`config.mk`:
```
export PLATFORM = sky130hd
export DESIGN_NAME = tmr_bank
export DESIGN_NICKNAME = d
export VERILOG_FILES = /design/src/rtl/tmr_bank_pkg.sv /design/src/rtl/tmr_bank_decode.sv /design/src/rtl/tmr_bank_chan.sv /design/src/rtl/tmr_bank_status.sv /design/src/rtl/tmr_bank.sv
export SDC_FILE = /design/constraint.sdc
export NUM_CORES = 1
export LEC_CHECK = 0
export BUFFER_PORTS_ARGS = -buffer_cell sky130_fd_sc_hd__buf_2
export CORE_MARGIN = 4
export CORE_UTILIZATION = 40
export CTS_CLUSTER_SIZE = 30
export DETAILED_ROUTE_END_ITERATION = 6
export MAX_ROUTING_LAYER = met4
export PLACE_DENSITY = 0.55
export SLEW_MARGIN = 10
export SYNTH_ARGS = -nofsm -noshare
export SYNTH_HDL_FRONTEND = slang
export SYNTH_HIERARCHICAL = 1
export SYNTH_SLANG_ARGS = --single-unit
```
`constraint.sdc`:
```
create_clock -name clk_i -period 3.8 [get_ports clk_i]
set_input_delay 0 -clock clk_i [delete_from_list [all_inputs] [get_ports clk_i]]
set_output_delay 0 -clock clk_i [all_outputs]
set_load 0.02 [all_outputs]
```
`src/rtl/tmr_bank_pkg.sv`:
```
package tmr_bank_pkg;

  localparam int DATA_W  = 32;
  localparam int PRE_W   = 8;
  localparam int PRE_LSB = 8;

  localparam int STS_WORD  = 6;
  localparam int WDOG_WORD = 7;
  localparam logic [DATA_W-1:0] WDOG_RST = 32'h0000_0400;

  typedef enum logic [1:0] {
    KIND_CTRL = 2'd0,
    KIND_INIT = 2'd1,
    KIND_CUR  = 2'd2
  } reg_kind_e;

  typedef struct packed {
    logic [PRE_W-1:0] pre;
    logic             auto_rl;
    logic             ien;
    logic             run;
  } chan_ctrl_t;

  // word index of a channel register: pairs of channels share a 0x20 group
  function automatic int unsigned chan_word(int unsigned ch, reg_kind_e kind);
    return (ch / 2) * 8 + 32'(kind) * 2 + (ch % 2);
  endfunction

  function automatic logic [DATA_W-1:0] ctrl_to_word(chan_ctrl_t c);
    logic [DATA_W-1:0] w;
    w = '0;
    w[0] = c.run;
    w[1] = c.ien;
    w[2] = c.auto_rl;
    w[PRE_LSB +: PRE_W] = c.pre;
    return w;
  endfunction

  function automatic chan_ctrl_t word_to_ctrl(logic [DATA_W-1:0] w);
    chan_ctrl_t c;
    c.run     = w[0];
    c.ien     = w[1];
    c.auto_rl = w[2];
    c.pre     = w[PRE_LSB +: PRE_W];
    return c;
  endfunction

endpackage

```
`src/rtl/tmr_bank_decode.sv`:
```
module tmr_bank_decode
  import tmr_bank_pkg::*;
#(
  parameter int NUM_CH = 5,
  parameter int ADDR_W = 12
) (
  input  logic              req_i,
  input  logic              we_i,
  input  logic [ADDR_W-1:0] addr_i,
  output logic [NUM_CH-1:0] ctrl_we_o,
  output logic [NUM_CH-1:0] init_we_o,
  output logic [NUM_CH-1:0] ctrl_rd_o,
  output logic [NUM_CH-1:0] init_rd_o,
  output logic [NUM_CH-1:0] cur_rd_o,
  output logic              sts_we_o,
  output logic              sts_rd_o,
  output logic              wdog_rd_o
);

  localparam int WORD_W = ADDR_W - 2;

  logic              aligned;
  logic              wr_en;
  logic              rd_en;
  logic [WORD_W-1:0] word;

  assign aligned = (addr_i[1:0] == 2'b00);
  assign word    = addr_i[ADDR_W-1:2];
  assign wr_en   = req_i & we_i & aligned;
  assign rd_en   = req_i & ~we_i & aligned;

  for (genvar ch = 0; ch < NUM_CH; ch++) begin : g_ch
    localparam int unsigned W_CTRL = chan_word(ch, KIND_CTRL);
    localparam int unsigned W_INIT = chan_word(ch, KIND_INIT);
    localparam int unsigned W_CUR  = chan_word(ch, KIND_CUR);

    logic hit_ctrl;
    logic hit_init;
    logic hit_cur;

    assign hit_ctrl = (word == WORD_W'(W_CTRL));
    assign hit_init = (word == WORD_W'(W_INIT));
    assign hit_cur  = (word == WORD_W'(W_CUR));

    assign ctrl_we_o[ch] = wr_en & hit_ctrl;
    assign init_we_o[ch] = wr_en & hit_init;
    assign ctrl_rd_o[ch] = rd_en & hit_ctrl;
    assign init_rd_o[ch] = rd_en & hit_init;
    assign cur_rd_o[ch]  = rd_en & hit_cur;
  end

  assign sts_we_o  = wr_en & (word == WORD_W'(STS_WORD));
  assign sts_rd_o  = rd_en & (word == WORD_W'(STS_WORD));
  assign wdog_rd_o = rd_en & (word == WORD_W'(WDOG_WORD));

endmodule

```
`src/rtl/tmr_bank_chan.sv`:
```
module tmr_bank_chan
  import tmr_bank_pkg::*;
#(
  parameter int CNT_W = 32
) (
  input  logic              clk_i,
  input  logic              rst_ni,
  input  logic              ctrl_we_i,
  input  logic              init_we_i,
  input  logic [DATA_W-1:0] wdata_i,
  output chan_ctrl_t        ctrl_o,
  output logic [CNT_W-1:0]  init_o,
  output logic [CNT_W-1:0]  cnt_o,
  output logic              zero_o
);

  chan_ctrl_t       ctrl_q, ctrl_d;
  logic [CNT_W-1:0] init_q, init_d;
  logic [CNT_W-1:0] cnt_q, cnt_d;
  logic [PRE_W-1:0] pcnt_q, pcnt_d;
  logic             active;
  logic             tick;
  logic             en;

  assign active = ctrl_q.run & (cnt_q != '0);
  assign tick   = (pcnt_q == ctrl_q.pre);
  assign en     = ctrl_we_i | init_we_i | active;

  always_comb begin
    ctrl_d = ctrl_q;
    init_d = init_q;
    cnt_d  = cnt_q;
    pcnt_d = pcnt_q;
    zero_o = 1'b0;
    if (ctrl_we_i) begin
      ctrl_d = word_to_ctrl(wdata_i);
      pcnt_d = '0;
    end else if (init_we_i) begin
      init_d = wdata_i[CNT_W-1:0];
      cnt_d  = wdata_i[CNT_W-1:0];
      pcnt_d = '0;
    end else if (active) begin
      if (tick) begin
        pcnt_d = '0;
        if (cnt_q == CNT_W'(1)) begin
          zero_o = 1'b1;
          if (ctrl_q.auto_rl) begin
            cnt_d = init_q;
          end else begin
            cnt_d      = '0;
            ctrl_d.run = 1'b0;
          end
        end else begin
          cnt_d = cnt_q - CNT_W'(1);
        end
      end else begin
        pcnt_d = pcnt_q + PRE_W'(1);
      end
    end
  end

  always_ff @(posedge clk_i or negedge rst_ni) begin
    if (!rst_ni) begin
      ctrl_q <= '0;
      init_q <= '0;
      cnt_q  <= '0;
      pcnt_q <= '0;
    end else if (en) begin
      ctrl_q <= ctrl_d;
      init_q <= init_d;
      cnt_q  <= cnt_d;
      pcnt_q <= pcnt_d;
    end
  end

  assign ctrl_o = ctrl_q;
  assign init_o = init_q;
  assign cnt_o  = cnt_q;

endmodule

```
`src/rtl/tmr_bank_status.sv`:
```
module tmr_bank_status #(
  parameter int NUM_CH = 5
) (
  input  logic              clk_i,
  input  logic              rst_ni,
  input  logic [NUM_CH-1:0] set_i,
  input  logic              clr_we_i,
  input  logic [NUM_CH-1:0] clr_mask_i,
  input  logic [NUM_CH-1:0] irq_en_i,
  output logic [NUM_CH-1:0] sts_o,
  output logic [NUM_CH-1:0] irq_o
);

  logic [NUM_CH-1:0] sts_q, sts_d;
  logic [NUM_CH-1:0] clr;
  logic              en;

  assign clr = clr_we_i ? clr_mask_i : '0;
  assign en  = clr_we_i | (|set_i);

  always_comb begin
    // set after clear: a simultaneous event survives the clear
    sts_d = (sts_q & ~clr) | set_i;
  end

  always_ff @(posedge clk_i or negedge rst_ni) begin
    if (!rst_ni) begin
      sts_q <= '0;
    end else if (en) begin
      sts_q <= sts_d;
    end
  end

  assign sts_o = sts_q;
  assign irq_o = sts_q & irq_en_i;

endmodule

```
`src/rtl/tmr_bank.sv`:
```
module tmr_bank
  import tmr_bank_pkg::*;
#(
  parameter int NUM_CH = 5,
  parameter int ADDR_W = 12,
  parameter int CNT_W  = 32
) (
  input  logic              clk_i,
  input  logic              rst_ni,
  input  logic              req_i,
  input  logic              we_i,
  input  logic [ADDR_W-1:0] addr_i,
  input  logic [DATA_W-1:0] wdata_i,
  output logic [DATA_W-1:0] rdata_o,
  output logic [NUM_CH-1:0] irq_o
);

  logic [NUM_CH-1:0] ctrl_we, init_we, ctrl_rd, init_rd, cur_rd;
  logic              sts_we, sts_rd, wdog_rd;
  logic [NUM_CH-1:0] zero_vec;
  logic [NUM_CH-1:0] ien_vec;
  logic [NUM_CH-1:0] sts_q;

  logic [DATA_W-1:0] ctrl_word [NUM_CH];
  logic [DATA_W-1:0] init_word [NUM_CH];
  logic [DATA_W-1:0] cnt_word  [NUM_CH];

  logic [DATA_W-1:0] rdata_q, rdata_d;
  logic              rd_en;

  tmr_bank_decode #(
    .NUM_CH (NUM_CH),
    .ADDR_W (ADDR_W)
  ) u_decode (
    .req_i     (req_i),
    .we_i      (we_i),
    .addr_i    (addr_i),
    .ctrl_we_o (ctrl_we),
    .init_we_o (init_we),
    .ctrl_rd_o (ctrl_rd),
    .init_rd_o (init_rd),
    .cur_rd_o  (cur_rd),
    .sts_we_o  (sts_we),
    .sts_rd_o  (sts_rd),
    .wdog_rd_o (wdog_rd)
  );

  for (genvar ch = 0; ch < NUM_CH; ch++) begin : g_chan
    chan_ctrl_t       ctrl;
    logic [CNT_W-1:0] init_val;
    logic [CNT_W-1:0] cnt_val;

    tmr_bank_chan #(
      .CNT_W (CNT_W)
    ) u_chan (
      .clk_i     (clk_i),
      .rst_ni    (rst_ni),
      .ctrl_we_i (ctrl_we[ch]),
      .init_we_i (init_we[ch]),
      .wdata_i   (wdata_i),
      .ctrl_o    (ctrl),
      .init_o    (init_val),
      .cnt_o     (cnt_val),
      .zero_o    (zero_vec[ch])
    );

    assign ien_vec[ch]   = ctrl.ien;
    assign ctrl_word[ch] = ctrl_to_word(ctrl);
    assign init_word[ch] = DATA_W'(init_val);
    assign cnt_word[ch]  = DATA_W'(cnt_val);
  end

  tmr_bank_status #(
    .NUM_CH (NUM_CH)
  ) u_status (
    .clk_i      (clk_i),
    .rst_ni     (rst_ni),
    .set_i      (zero_vec),
    .clr_we_i   (sts_we),
    .clr_mask_i (wdata_i[NUM_CH-1:0]),
    .irq_en_i   (ien_vec),
    .sts_o      (sts_q),
    .irq_o      (irq_o)
  );

  // read mux: at most one select is high, so an OR of gated words suffices
  always_comb begin
    rdata_d = '0;
    for (int ch = 0; ch < NUM_CH; ch++) begin
      rdata_d |= ctrl_rd[ch] ? ctrl_word[ch] : '0;
      rdata_d |= init_rd[ch] ? init_word[ch] : '0;
      rdata_d |= cur_rd[ch]  ? cnt_word[ch]  : '0;
    end
    rdata_d |= sts_rd  ? DATA_W'(sts_q) : '0;
    rdata_d |= wdog_rd ? WDOG_RST       : '0;
  end

  assign rd_en = req_i & ~we_i;

  always_ff @(posedge clk_i or negedge rst_ni) begin
    if (!rst_ni) begin
      rdata_q <= '0;
    end else if (rd_en) begin
      rdata_q <= rdata_d;
    end
  end

  assign rdata_o = rdata_q;

endmodule

```
==> flow_summary_export.csv <==
group,metric,value,unit
status,status,"complete, but fails checks",
status,violations,"DRC",
detailed_routing,drtIter0Drc,3711,
pwr,pwr-share-seq,44.0,%
sta,worstMarginPinSlew,1.39,ns
floorplanning,die_h,270,µm
sta,period_needed,3.31,ns
logic_synthesis,synth_nets,2929,
worst_setup_path,path_class,"in2reg",
logic_synthesis,syn_inst,2861,
logic_synthesis,post_synth_xor_area_fraction,4.58,%
detailed_routing,wl_per_cell,31.1,µm
floorplanning,core-area,67800,µm²
layout,final_util,46.8,%
sta,finalHoldViolations,0,
logic_synthesis,ys_seq_area_share,41.1,%
detailed_routing,dr.pass1.iters,7,
cts,clock_path_buffers,3,
global_route,grt_pass1_vias,24700,
global_route,grtUsageTotal,33.0,%
logic_synthesis,ys_ff_latch,452,
global_route,busiest_layer,"met2",
logic_synthesis,synthMuxAreaShare,9.21,%
pwr,sw_frac_of_total,25.7,%
pwr,p_sw,2.89,mW
layout,mostFrequentLayoutCell,"dfrtp_1",
logic_synthesis,syn_area_per_cell,9.62,µm²
worst_setup_path,path_delay_family,"buffers and inverters",
logic_synthesis,yosys.area_share.simple,19.6,%
place,gp_congestion,1.04,
place,port_buffers,84,
sta,setup_tns,0,ns
pwr,combPwrFrac,7.2,%
worst_setup_path,cp_slowest_cell,"or4b_1",
global_route,grt_pass1_wl,175000,µm
worst_setup_path,endpoint_kind,"flop",
worst_setup_path,path_buf_inv,5,
detailed_routing,via_per_inst,6.70,
global_route,grtUsageMet1,45.3,%
job,cap_violations,0,
layout,final_cell_mix,"dfrtp_1 (452), nor2_1 (330), mux2_2 (220)",
sta,fmax,302,MHz
global_route,antenna_found_initial,10,
logic_synthesis,synth_edf_count,0,
pwr,internal-power,8.37,mW
worst_setup_path,path_cells,"dlygate4sd3_1, buf_2, or4b_1, nor4_4, buf_4, buf_4, a22oi_1, nand2_1, a221oi_1, a31oi_1, dlygate4sd3_1",
pwr,power_density,355,nW/µm²
cts,cts_tree,"yes",
sta,relSlewSlack,7.63,%
layout,fillers,6399,
detailed_routing,antenna_left,0,
layout,synthToLayoutAreaGrowth,15.1,%
cts,clk_pin_slew_worst_paths,0.07,ns
sta,finalClockSkew,0.0212,ns
global_route,use_met3,8.35,%
cts,cts_max_level,2,
logic_synthesis,synth-compound-area-share,20.5,%
logic_synthesis,ys_async_sr_fraction,100,%
hold_path,hold_class,"in2reg",
pwr,pwr-share-clk,48.8,%
logic_synthesis,synth_top_family_by_area,"compound AO/OA/AOI/OAI gates",
cts,cts_buffers,55,
global_route,grt_max_degree,113,
layout,nNetsFinal,3026,
detailed_routing,dr_total_vias,26000,
worst_setup_path,startpoint_type,"primary input",
worst_setup_path,crit_required,4.36,ns
detailed_routing,totalWireLength,121000,µm
logic_synthesis,ys.flop_type,"dfrtp_1",
logic_synthesis,yosys_warnings,6,
pwr,ir_drop,331,µV
logic_synthesis,syn-cell-area,27500,µm²
floorplanning,die_area,73100,µm²
global_route,grt_overflow,0,
global_route,grtUsageMet2,47.9,%
sta,rsz0062_at_grt,"false",
pwr,p_leak,13.6,nW
cts,clkSinkCount,452,
floorplanning,die_w,270,µm
place,dp_hpwl,87900,µm
layout,drive_above_1_share,21.4,%
cts,ctsResizeCount,0,
detailed_routing,route.detailed.drc,2,
logic_synthesis,yosysUniqueCellTypes,70,
floorplanning,initial_core_util,40.6,%
sta,post-route-period-util,87.2,%
logic_synthesis,synthAdderAreaFrac,0.909,%
worst_setup_path,crit_path_max_fanout,18,
pwr,fin_total_pwr,11.3,mW
worst_setup_path,cp.arrival,3.87,ns
floorplanning,ios,85,
worst_setup_path,cpPeakStageDelay,0.97,ns
sta,drv_slew,0,
cts,cts_root_buf,"clkbuf_16",
sta,setup_viol,0,
floorplanning,num_rows,95,
cts,clock_latency,0.63,ns
worst register-to-register path, stage by stage (launching register included):
cell and delay (ns):
dfrtp_1 0.42, or4_4 0.60, nor4_1 0.33, buf_4 0.21
a41oi_1 0.30, a31oi_4 0.50, buf_12 0.24, buf_4 0.23
o21ai_0 0.11, o31ai_1 0.08
final cells by class:
type / count / area [µm²] / area share [%]
Multi-Input combinational cell: 2159 / 15300 / 48.3
Antenna cell: 5 / 12.5 / 0.0395
Sequential cell: 452 / 11300 / 35.7
Inverter: 46 / 173 / 0.545
Tap cell: 873 / 1090 / 3.45
Clock inverter: 18 / 148 / 0.466
Clock buffer: 85 / 1730 / 5.46
Timing Repair Buffer: 244 / 1910 / 6.01
synth_stat cells (32+ instances only):
cell | n | area [µm²]
o21ai_0 | 58 | 290
nand4_1 | 53 | 332
o31ai_1 | 147 | 1100
nor4_2 | 47 | 588
a22oi_1 | 86 | 646
mux2_2 | 220 | 2480
nand3_1 | 51 | 255
nor4_1 | 56 | 350
nand2_1 | 205 | 769
xor2_1 | 32 | 280
xnor2_1 | 112 | 981
nor3_1 | 108 | 541
a211oi_1 | 40 | 300
inv_1 | 45 | 169
a21oi_1 | 113 | 566
dfrtp_1 | 452 | 11300
nor2_1 | 335 | 1260
a22o_1 | 46 | 403
a221oi_1 | 89 | 780
clkbuf_1 | 104 | 390
buf_2 | 74 | 370
a311oi_1 | 62 | 543
flip-flops by register name (all words and copies together), names as in the netlist:
| name | flops |
|---|---|
| rdata_o | 32 |
| g_chan.u_chan/ctrl_o | 55 |
| g_chan.u_chan/cnt_o | 160 |
| g_chan.u_chan/pcnt_q | 40 |
| u_status/sts_o | 5 |
| g_chan.u_chan/init_o | 160 |
power groups by stage:
stage	Combinational (mW)	Sequential (mW)	Clock, mW
2_1_floorplan	0.313	5.05	0
3_3_place_gp	0.749	5.04	0
3_5_place_dp	0.759	5.04	0
4_1_cts	0.807	4.95	5.58
5_1_grt	0.873	4.96	5.77
6_report	0.813	4.96	5.50
worst paths after layout:
check                                           start                          to  slack (ns)  cells past startpoint
setup / recovery                                 we_i                 rdata_o[27]        0.49                     11
hold / removal                            wdata_i[12]  g_chan[4].u_chan/cnt_o[12]        0.08                      4
setup reg to reg           g_chan[4].u_chan/cnt_o[26]  g_chan[4].u_chan/cnt_o[26]        0.69                      9
hold reg to reg                     u_status/sts_o[4]           u_status/sts_o[4]        0.50                      1
max in group asynchronous                      rst_ni  g_chan[0].u_chan/pcnt_q[6]        2.47                      4
min in group asynchronous                      rst_ni  g_chan[0].u_chan/ctrl_o[1]        0.37                      3
logic make-up after synthesis:
logic type	count (synthesis)
adders and majority gates	20
AOI/OAI and AO/OA	757
DFF	452
xor gates and xnor gates	144
muxes	226
buffers and inverters	250
and+or+nand+nor	1012
per-layer routing:
| layer | vias up | routed length [µm] |
|---|---|---|
| met5 | - | 0 |
| met4 | 0 | 4530 |
| met3 | 242 | 13700 |
| met2 | 1503 | 52200 |
| met1 | 13100 | 50300 |
| li1 | 11100 | - |
through the flow:
stage / hold WS [ns] / area, µm² / setup WS, ns / std cells
final: 0.0758 / 31700 / 0.486 / 3882
after detailed placement: 0.0336 / 29400 / 0.731 / 3735
after global routing: 0.0635 / 31700 / 0.374 / 3881
after CTS: 0.0303 / 31700 / 0.632 / 3877
after global placement: 0.0352 / 29400 / 0.687 / 3735
after floorplan: -0.296 / 27500 / 1.29 / 2861
what timing repair did:
action                                  4_1_cts  5_1_grt
hold buffers                                 39        0
hold endpoints to repair                    435        0
endpoints found under the setup margin        0        0
buffers inserted                              0        0
No activity file was read; power rests on OpenSTA's default activity.
